===== src/rtl/lrc_pkg.sv =====
package lrc_pkg;

  // Hardware task count fixes the slot count and the width of a slot index.
  localparam int NUM_TASKS = 4;
  localparam int TASK_W    = $clog2(NUM_TASKS);

  // Call flavours: the code value selects the matching enable-mask bit.
  localparam int NUM_KINDS = 5;
  localparam int KIND_W    = $clog2(NUM_KINDS);

  typedef enum logic [KIND_W-1:0] {
    KIND_MAIN_A = 3'd0,
    KIND_MAIN_B = 3'd1,
    KIND_AUX_X  = 3'd2,
    KIND_AUX_Y  = 3'd3,
    KIND_HWSTK  = 3'd4
  } call_kind_e;

  // Strobes from control to datapath.
  typedef struct packed {
    logic              capEn;
    logic [TASK_W-1:0] capSlot;
    logic              swEn;
    logic [TASK_W-1:0] swSlot;
    logic              rdEn;
    logic [TASK_W-1:0] rdSlot;
  } lrc_strobe_t;

endpackage


===== src/rtl/lrc_ctrl.sv =====
module lrc_ctrl
  import lrc_pkg::*;
#(
  parameter int               ADDR_W   = 9,
  parameter logic [ADDR_W-1:0] WIN_BASE = 9'h1F0
) (
  input  logic                 clk,
  input  logic                 rst_n,
  input  logic                 cfgWrEn,
  input  logic [NUM_KINDS-1:0] cfgMask,
  input  logic                 remapEn,
  input  logic                 winMode,
  input  logic                 callValid,
  input  logic [KIND_W-1:0]    callKind,
  input  logic [TASK_W-1:0]    callTask,
  input  logic                 regWrEn,
  input  logic [ADDR_W-1:0]    regWrAddr,
  input  logic [TASK_W-1:0]    regWrTask,
  input  logic                 regRdEn,
  input  logic [ADDR_W-1:0]    regRdAddr,
  input  logic [TASK_W-1:0]    regRdTask,
  output lrc_strobe_t          strobe,
  output logic [ADDR_W-1:0]    rdPhysAddr,
  output logic [ADDR_W-1:0]    wrPhysAddr
);

  localparam int UP_W = ADDR_W - TASK_W;
  localparam logic [UP_W-1:0] WIN_UP  = WIN_BASE[ADDR_W-1:TASK_W];
  localparam logic [UP_W-1:0] ZERO_UP = '0;

  // Enable mask, one bit per call flavour; loaded by the config strobe.
  logic [NUM_KINDS-1:0] maskQ;

  always_ff @(posedge clk) begin
    if (!rst_n)       maskQ <= '0;
    else if (cfgWrEn) maskQ <= cfgMask;
  end

  // One-hot decode of the flavour code; codes past the last flavour decode to nothing.
  logic [NUM_KINDS-1:0] kindHit;

  generate
    for (genvar k = 0; k < NUM_KINDS; k++) begin : g_kind
      assign kindHit[k] = (callKind == KIND_W'(k));
    end
  endgenerate

  // Logical-to-physical translation under the current layout.
  function automatic logic [ADDR_W-1:0] xlat(
    input logic [ADDR_W-1:0] a,
    input logic [TASK_W-1:0] t,
    input logic              wm,
    input logic              re
  );
    logic [ADDR_W-1:0] r;
    r = a;
    if (wm) begin
      if (a[ADDR_W-1:TASK_W] == WIN_UP) r = {WIN_UP, t};
    end else if (re && (a == '0)) begin
      r = {ZERO_UP, t};
    end
    return r;
  endfunction

  function automatic logic owned(
    input logic [ADDR_W-1:0] p,
    input logic              wm
  );
    return wm ? (p[ADDR_W-1:TASK_W] == WIN_UP) : (p[ADDR_W-1:TASK_W] == ZERO_UP);
  endfunction

  logic rdOwned;
  logic wrOwned;

  always_comb begin
    rdPhysAddr = xlat(regRdAddr, regRdTask, winMode, remapEn);
    wrPhysAddr = xlat(regWrAddr, regWrTask, winMode, remapEn);
    rdOwned    = owned(rdPhysAddr, winMode);
    wrOwned    = owned(wrPhysAddr, winMode);
  end

  // Strobe generation.
  always_comb begin
    strobe         = '0;
    strobe.capEn   = callValid && (|(kindHit & maskQ));
    strobe.capSlot = (winMode || remapEn) ? callTask : '0;
    strobe.swEn    = regWrEn && wrOwned;
    strobe.swSlot  = wrPhysAddr[TASK_W-1:0];
    strobe.rdEn    = regRdEn && rdOwned;
    strobe.rdSlot  = rdPhysAddr[TASK_W-1:0];
  end

endmodule


===== src/rtl/lrc_dpath.sv =====
module lrc_dpath
  import lrc_pkg::*;
#(
  parameter int DATA_W = 32,
  parameter int RET_W  = 20
) (
  input  logic              clk,
  input  logic              rst_n,
  input  lrc_strobe_t       strobe,
  input  logic [RET_W-1:0]  callRet,
  input  logic [DATA_W-1:0] regWrData,
  output logic              rdHit,
  output logic [DATA_W-1:0] rdData
);

  localparam int PAD_W = DATA_W - RET_W;

  // Zero-extended return address.
  logic [DATA_W-1:0] capValue;

  generate
    if (PAD_W > 0) begin : g_pad
      assign capValue = {{PAD_W{1'b0}}, callRet};
    end else begin : g_nopad
      assign capValue = callRet[DATA_W-1:0];
    end
  endgenerate

  logic [DATA_W-1:0] slotQ [NUM_TASKS];

  // Per-slot storage; a capture takes priority over an ordinary write.
  generate
    for (genvar i = 0; i < NUM_TASKS; i++) begin : g_slot
      always_ff @(posedge clk) begin
        if (!rst_n) begin
          slotQ[i] <= '0;
        end else if (strobe.capEn && (strobe.capSlot == TASK_W'(i))) begin
          slotQ[i] <= capValue;
        end else if (strobe.swEn && (strobe.swSlot == TASK_W'(i))) begin
          slotQ[i] <= regWrData;
        end
      end
    end
  endgenerate

  // Registered read port: returns the slot value from before this edge.
  always_ff @(posedge clk) begin
    if (!rst_n) begin
      rdHit  <= 1'b0;
      rdData <= '0;
    end else begin
      rdHit  <= strobe.rdEn;
      rdData <= strobe.rdEn ? slotQ[strobe.rdSlot] : '0;
    end
  end

endmodule


===== src/rtl/lrc_top.sv =====
module lrc_top
  import lrc_pkg::*;
#(
  parameter int                ADDR_W   = 9,
  parameter int                DATA_W   = 32,
  parameter int                RET_W    = 20,
  parameter logic [ADDR_W-1:0] WIN_BASE = 9'h1F0
) (
  input  logic                 clk,
  input  logic                 rst_n,
  input  logic                 cfgWrEn,
  input  logic [NUM_KINDS-1:0] cfgMask,
  input  logic                 remapEn,
  input  logic                 winMode,
  input  logic                 callValid,
  input  logic [KIND_W-1:0]    callKind,
  input  logic [TASK_W-1:0]    callTask,
  input  logic [RET_W-1:0]     callRet,
  input  logic                 regWrEn,
  input  logic [ADDR_W-1:0]    regWrAddr,
  input  logic [TASK_W-1:0]    regWrTask,
  input  logic [DATA_W-1:0]    regWrData,
  input  logic                 regRdEn,
  input  logic [ADDR_W-1:0]    regRdAddr,
  input  logic [TASK_W-1:0]    regRdTask,
  output logic [ADDR_W-1:0]    rdPhysAddr,
  output logic [ADDR_W-1:0]    wrPhysAddr,
  output logic                 rdHit,
  output logic [DATA_W-1:0]    rdData
);

  lrc_strobe_t strobe;

  lrc_ctrl #(
    .ADDR_W  (ADDR_W),
    .WIN_BASE(WIN_BASE)
  ) u_ctrl (
    .clk       (clk),
    .rst_n     (rst_n),
    .cfgWrEn   (cfgWrEn),
    .cfgMask   (cfgMask),
    .remapEn   (remapEn),
    .winMode   (winMode),
    .callValid (callValid),
    .callKind  (callKind),
    .callTask  (callTask),
    .regWrEn   (regWrEn),
    .regWrAddr (regWrAddr),
    .regWrTask (regWrTask),
    .regRdEn   (regRdEn),
    .regRdAddr (regRdAddr),
    .regRdTask (regRdTask),
    .strobe    (strobe),
    .rdPhysAddr(rdPhysAddr),
    .wrPhysAddr(wrPhysAddr)
  );

  lrc_dpath #(
    .DATA_W(DATA_W),
    .RET_W (RET_W)
  ) u_dpath (
    .clk      (clk),
    .rst_n    (rst_n),
    .strobe   (strobe),
    .callRet  (callRet),
    .regWrData(regWrData),
    .rdHit    (rdHit),
    .rdData   (rdData)
  );

endmodule


===== config.mk =====
export PLATFORM = sky130hd
export DESIGN_NAME = lrc_top
export DESIGN_NICKNAME = d
export VERILOG_FILES = /design/src/rtl/lrc_pkg.sv /design/src/rtl/lrc_ctrl.sv /design/src/rtl/lrc_dpath.sv /design/src/rtl/lrc_top.sv
export SDC_FILE = /design/constraint.sdc
export NUM_CORES = 1
export LEC_CHECK = 0
export BUFFER_PORTS_ARGS = -buffer_cell sky130_fd_sc_hd__buf_4
export CAP_MARGIN = 5
export CORE_UTILIZATION = 55
export DETAILED_ROUTE_END_ITERATION = 7
export PLACE_DENSITY_LB_ADDON = 0.25
export SETUP_SLACK_MARGIN = 0.05
export SLEW_MARGIN = 25
export SYNTH_ARGS = -nofsm -noshare
export SYNTH_HDL_FRONTEND = slang
export SYNTH_HIERARCHICAL = 1
export SYNTH_SLANG_ARGS = --single-unit
export TNS_END_PERCENT = 20

===== constraint.sdc =====
create_clock -name clk -period 3.2 [get_ports clk]
set_clock_uncertainty 0.05 [all_clocks]
set_input_delay 0.16 -clock clk [delete_from_list [all_inputs] [get_ports clk]]
set_output_delay 0.16 -clock clk [all_outputs]
set_load 0.02 [all_outputs]

==> results of run 1 <==
-- sequential cells by signal, summed over array words and instances, names as in the netlist --
register        flops
u_ctrl/maskQ        5
u_dpath/slotQ     128
u_dpath/rdData     32
u_dpath/rdHit       1
-- metal layers --
layer / global-route usage (%) / vias up / wire (µm)
met5: 0 / - / 0
met4: 12.3 / 0 / 366
met3: 6.08 / 32 / 1350
met2: 47.8 / 270 / 9650
met1: 31.3 / 2652 / 6730
li1: - / 2327 / -
-- Yosys cell counts (all sizes together) --
| master | count |
|---|---|
| and4 | 2 |
| nand4 | 3 |
| edfxtp | 128 |
| nand3 | 10 |
| nor3b | 8 |
| a22o | 40 |
| nor3 | 1 |
| dlygate4sd3 | 1 |
| nor4bb | 1 |
| nor4 | 2 |
| nand3b | 3 |
| mux2i | 7 |
| o211ai | 2 |
| buf | 27 |
| a32o | 40 |
| o41ai | 4 |
| mux4 | 32 |
| o31a | 1 |
| o21a | 2 |
| nor4b | 2 |
| nand4bb | 1 |
| nand2 | 4 |
| nand4b | 6 |
| nor2 | 8 |
| dfxtp | 38 |
| a31oi | 2 |
| inv | 2 |
| and2 | 50 |
| clkbuf | 27 |
| nor2b | 37 |
| and3b | 1 |
| o211a | 2 |
-- power groups by stage --
stage	Clock, W	Combinational, W	Sequential, W
after CTS	0.00207	0.000433	0.00241
after global placement	0	0.000378	0.00245
after floorplan	0	0.000193	0.00245
after global routing	0.00216	0.000459	0.00241
after detailed placement	0	0.000387	0.00245
final	0.00205	0.000433	0.00241
-- stage by stage --
step | util [%] | hold WS, ns | instance area (µm²) | total power (W) | setup slack, ns
final | 74.3 | 0.0183 | 9840 | 0.00489 | 0.279
after global routing | 74.3 | 0.00791 | 9840 | 0.00503 | 0.147
after CTS | 74.3 | 0.00231 | 9840 | 0.00491 | 0.360
after detailed placement | 65.6 | 0.375 | 8680 | 0.00284 | 0.348
after global placement | 65.6 | 0.371 | 8680 | 0.00283 | 0.497
after floorplan | - | 0.238 | 7450 | 0.00264 | 0.257
-- logic make-up after synthesis --
| group | share of synthesized area (%) |
|---|---|
| DFF | 61.8 |
| and+or+nand+nor | 12.4 |
| muxes | 10.6 |
| AOI/OAI and AO/OA | 11.5 |
| buffers and inverters | 3.71 |
-- worst paths after layout --
| kind | depth (start not counted) | start | end |
|---|---|---|---|
| min | 2 | callRet[8] | u_dpath/slotQ[3][8] |
| max reg2reg | 7 | u_ctrl/maskQ[4] | u_dpath/slotQ[1][10] |
| min reg2reg | 2 | u_ctrl/maskQ[4] | u_ctrl/maskQ[4] |
| max | 7 | u_ctrl/maskQ[4] | u_dpath/slotQ[1][10] |
-- area by class of cell --
class / count / area (µm²)
clock inverters: 4 / 25.0
multi-input cells: 271 / 2620
well taps: 176 / 220
fillers: 862 / 3400
inverters: 2 / 7.51
clock buffers: 28 / 591
flip-flops and latches: 166 / 4600
repair buffers: 216 / 1770
-- critical path, cell delays in order, from the launching register on --
cell	delay (ns)
dfxtp_1	0.32
nor4bb_1	0.28
o31a_1	0.41
nand3_1	0.20
nor2_2	0.47
buf_4	0.31
a22o_1	0.18
dlygate4sd3_1	0.57
==> results.ini, run 1 <==
[outcome]
run_status=finished, final reports clean

[worst_setup_path]
start_kind=register
worstSetupPathType=register to register
setup.reg_to_reg.worst_slack_ns=0.28
worst_setup_path_end_kind=register
cp_data_arrival_time_ns=3.16
required_ns=3.44
crit_fanout=12

[clocking]
cts_num_sinks=166
cts_made_buffers=17
cts_htree_levels=4
cts_buffer_depth=2
ctsResizeCount=0
cts_root_buffer=clkbuf_16
clock_latency_ns=0.43
cts_tree=done
hold_buffers=54
cts.clk_slew.worst_paths_ns=0.06
postCtsSetupRepairBufs=0

[cells_and_area]
stdcell_count=863
final_cell_mix=buf_4 (161), edfxtp_1 (128), dlygate4sd3_1 (54)
final_nets=766
final_common_cell=buf_4
diodes=0
final_layout_size_suffix_gt1_share_pct=34.8
synthToLayoutAreaGrowth_pct=32.1

[sta]
clock.fmax_mhz=342
finalSetupViolations=0
setup_tns_ns=0
rsz0062_at_grt=false
fin_crit_ns=2.92
slew_headroom_pct=31.6
hold_viol=0
slew_viol_final=0
min_period_over_period_pct=91.3
tightest_slew_ns=1.02

[pwr]
vdd_drop_max_mv=0.480
p_leak_nw=3.81
p_comb_share_pct=8.9
p_switching_w=0.00102
power_density_nw_per_um2=497
internal_power_w=0.00387
swShare_pct=20.8
power_frac_seq_pct=49.3
p_clk_share_pct=41.9

[placed_design]
dp.cells=777
gp_congestion=0.836
io_buffers=142
dp_hpwl_um=10900

[job]
cap_violations=0

[synth]
post_synth_main_area_contributors=edfxtp_1 (52%), dfxtp_1 (10%), mux4_2 (9.7%)
ys_ff_latch=166
synth.distinct_cells=40
syn_nets=586
postSynthAreaPerCell_um2=15.1
synth_top_cell_by_area=edfxtp_1
yosysSeqAreaShare_pct=61.8
synth_area_um2=7450
ys.warnings.count=6
synth_top_cell_area_share_pct=51.6
synthCells=494

[global_routing]
grt_use_total_pct=27.0
grt_first_pass_wirelength_um=28000
grt_overflow=0
grt_pass1_vias=5409
antenna_found_initial=0
grt_max_degree=56

[detailed_routing]
drc=0
routedWlPerCell_um=21.0
wirelength_um=18100
drt_first_pass_iters=5
dr_total_vias=5281
drt_iter0_drc=361
vias_per_cell=6.12
ant_nets=0

[worst_hold_path]
hp-class=input port to register

[die]
io_pins=143
coreArea_um2=13200
die_w_um=118
rows=42
die-area_um2=14000
die_h_um=118
start_util_pct=56.3

(Power assumes the default switching activity.)
==> inputs of run 2 (changes only) <==
RECOVER_POWER = 50   (was default)
==> results.ini, run 2 (same netlist as run 1, synthesis figures left out) <==
[outcome]
run_status=finished, violations left  ; was finished, final reports clean
violations=max-capacitance violations, max-slew violations

[detailed_routing]
met2_length_um=9600  ; was 9650 µm
wirelength_um=18100  ; about the same
drt_iter0_drc=387  ; was 361
top_layer=met4  ; unchanged
routedWlPerCell_um=21.0  ; about the same
drc=0  ; unchanged
vias_per_cell=6.07  ; was 6.12
routed-wl-met3_um=1230  ; was 1350 µm
m1WireLength_um=6910  ; was 6730 µm
dr_total_vias=5241  ; was 5,281
drt_first_pass_iters=7  ; was 5
ant_nets=0  ; unchanged

[die]
die-area_um2=14000  ; unchanged
rows=42  ; unchanged
die_h_um=118  ; unchanged
io_pins=143  ; unchanged
coreArea_um2=13200  ; unchanged
die_w_um=118  ; unchanged
start_util_pct=56.3  ; unchanged

[global_routing]
grt_use_total_pct=27.0  ; unchanged
grt_overflow=0  ; unchanged
grt_pass1_vias=5409  ; unchanged
grt_max_degree=56  ; unchanged
grt_first_pass_wirelength_um=28000  ; unchanged
antenna_found_initial=0  ; unchanged

[cells_and_area]
final_common_cell=edfxtp_1  ; was buf_4
reg_top3=u_dpath/slotQ (128), u_dpath/rdData (32), u_ctrl/maskQ (5)  ; unchanged
final_nets=766  ; unchanged
largest_reg_flops=128  ; unchanged
final_util_pct=72.3  ; was 74.3%
fillers=936  ; was 862
final_cell_mix=edfxtp_1 (128), buf_4 (96), clkbuf_1 (60)  ; was buf_4 (161), edfxtp_1 (128), dlygate4sd3_1 (54)
final_layout_size_suffix_gt1_share_pct=25.8  ; was 34.8%
synthToLayoutAreaGrowth_pct=28.5  ; was 32.1%
max_flop_register=u_dpath/slotQ  ; unchanged
diodes=0  ; unchanged

[worst_setup_path]
setup.reg_to_reg.worst_slack_ns=0.31  ; was 0.28 ns
r2r-end=u_dpath/slotQ[1][10]  ; unchanged
r2r_start=u_ctrl/maskQ[4]  ; unchanged
required_ns=3.45  ; was 3.44 ns
worstSetupPathType=register to register  ; unchanged
ff2ff_path_depth=7  ; unchanged
start_kind=register  ; unchanged
cp_data_arrival_time_ns=3.14  ; was 3.16 ns
crit_fanout=12  ; unchanged
worst_setup_path_end_kind=register  ; unchanged

[pwr]
swShare_pct=20.9  ; was 20.8%
internal_power_w=0.00386  ; was 0.00387 W
p_comb_share_pct=8.5  ; was 8.9%
p_clk_share_pct=42.1  ; was 41.9%
p_switching_w=0.00102  ; about the same
power_density_nw_per_um2=509  ; was 497 nW/µm²
p_leak_nw=3.55  ; was 3.81 nW
power_frac_seq_pct=49.4  ; was 49.3%
vdd_drop_max_mv=0.486  ; was 0.480 mV

[clocking]
postCtsSetupRepairBufs=0  ; unchanged
cts_root_buffer=clkbuf_16  ; unchanged
cts_buffer_depth=2  ; unchanged
cts.clk_slew.worst_paths_ns=0.06  ; about the same
cts_htree_levels=4  ; unchanged
cts_tree=done  ; unchanged
clock_latency_ns=0.43  ; about the same
cts_made_buffers=17  ; unchanged
cts_num_sinks=166  ; unchanged

[sta]
rsz0062_at_grt=false  ; unchanged
setup_tns_ns=0  ; unchanged
clock.fmax_mhz=345  ; was 342 MHz
min_period_over_period_pct=90.5  ; was 91.3%
finalSetupViolations=0  ; unchanged
fin_crit_ns=2.89  ; was 2.92 ns
hold_viol=0  ; unchanged
slew_headroom_pct=-25.3  ; was 31.6%
slew_viol_final=34  ; was 0
tightest_slew_ns=1.88  ; was 1.02 ns

[worst_hold_path]
min_path_cells=2  ; unchanged
hp-class=input port to register  ; unchanged
hold_start=callRet[8]  ; unchanged
min_to=u_dpath/slotQ[3][8]  ; unchanged

[placed_design]
dp_hpwl_um=10900  ; unchanged
io_buffers=142  ; unchanged
gp_congestion=0.836  ; unchanged

[job]
cap_violations=1  ; was 0

-- run 2: cell types whose count changed in the layout (fill, tap and decap cells not counted) --
| cell | delta |
|---|---|
| and2_0 | +10 |
| and2_1 | -10 |
| buf_12 | -1 |
| buf_4 | -65 |
| clkbuf_1 | +58 |
| clkbuf_2 | +2 |
| clkbuf_4 | +6 |
| nand3_1 | +2 |
| nand3_2 | -2 |
| nor3b_1 | +1 |
| nor3b_4 | -1 |
| nor4_1 | +1 |
| nor4_2 | -1 |
-- run 2: how the worst max path moves through the flow --
stage | start | slack, ns | to
detailed placement | winMode | 0.35 | u_dpath/slotQ[0][9]
global route | regRdAddr[5] | 0.08 | u_dpath/rdData[5]
floorplan | u_ctrl/maskQ[4] | 0.26 | u_dpath/slotQ[1][0]
CTS | u_ctrl/maskQ[3] | 0.36 | u_dpath/slotQ[1][10]
finish | u_ctrl/maskQ[4] | 0.31 | u_dpath/slotQ[1][10]
global placement | winMode | 0.50 | u_dpath/slotQ[0][3]
-- run 2: per-stage QoR --
step	area, µm²	total power [W]	hold slack [ns]	instances	worst slack, ns
finish	9580	0.00488	0.0135	863	0.305
global route	9580	0.00502	0.00791	863	0.0760
CTS	9840	0.00491	0.00231	863	0.360
detailed placement	8680	0.00284	0.375	777	0.348
global placement	8680	0.00283	0.371	777	0.497
floorplan	7450	0.00264	0.238	494	0.257
-- run 2: timing repair --
item | 4_1_cts | 5_1_grt
resized for setup | 0 | 0
hold endpoints to repair | 96 | 0
hold buffers | 54 | 0
-- run 2: worst max-delay path: stages (launching register included) --
cell	delay, ns
dfxtp_1	0.32
nor4bb_1	0.28
o31a_1	0.39
nand3_1	0.19
nor2_2	0.47
buf_4	0.31
a22o_1	0.18
dlygate4sd3_1	0.56
-- run 2: area by class of cell --
type	instances	area, µm²	share of cell area, %
clock buffer	28	591	6.17
clock inverter	4	25.0	0.261
inverter	2	7.51	0.0784
multi-input combinational	271	2600	27.1
sequential	166	4600	48.1
tap	176	220	2.30
timing repair buffer	216	1530	16.0
-- run 2: power groups by stage --
stage          Sequential (W)  Clock, W  Combinational (W)
3_3_place_gp          0.00245         0           0.000378
5_1_grt               0.00241   0.00216           0.000441
6_report              0.00241   0.00205           0.000415
4_1_cts               0.00241   0.00207           0.000433
3_5_place_dp          0.00245         0           0.000387
2_1_floorplan         0.00245         0           0.000193
-- run 2: routing by layer --
| metal | track usage, % | vias up |
|---|---|---|
| met5 | 0 | - |
| met4 | 12.3 | 0 |
| met3 | 6.08 | 36 |
| met2 | 47.8 | 255 |
| met1 | 31.3 | 2623 |
| li1 | - | 2327 |
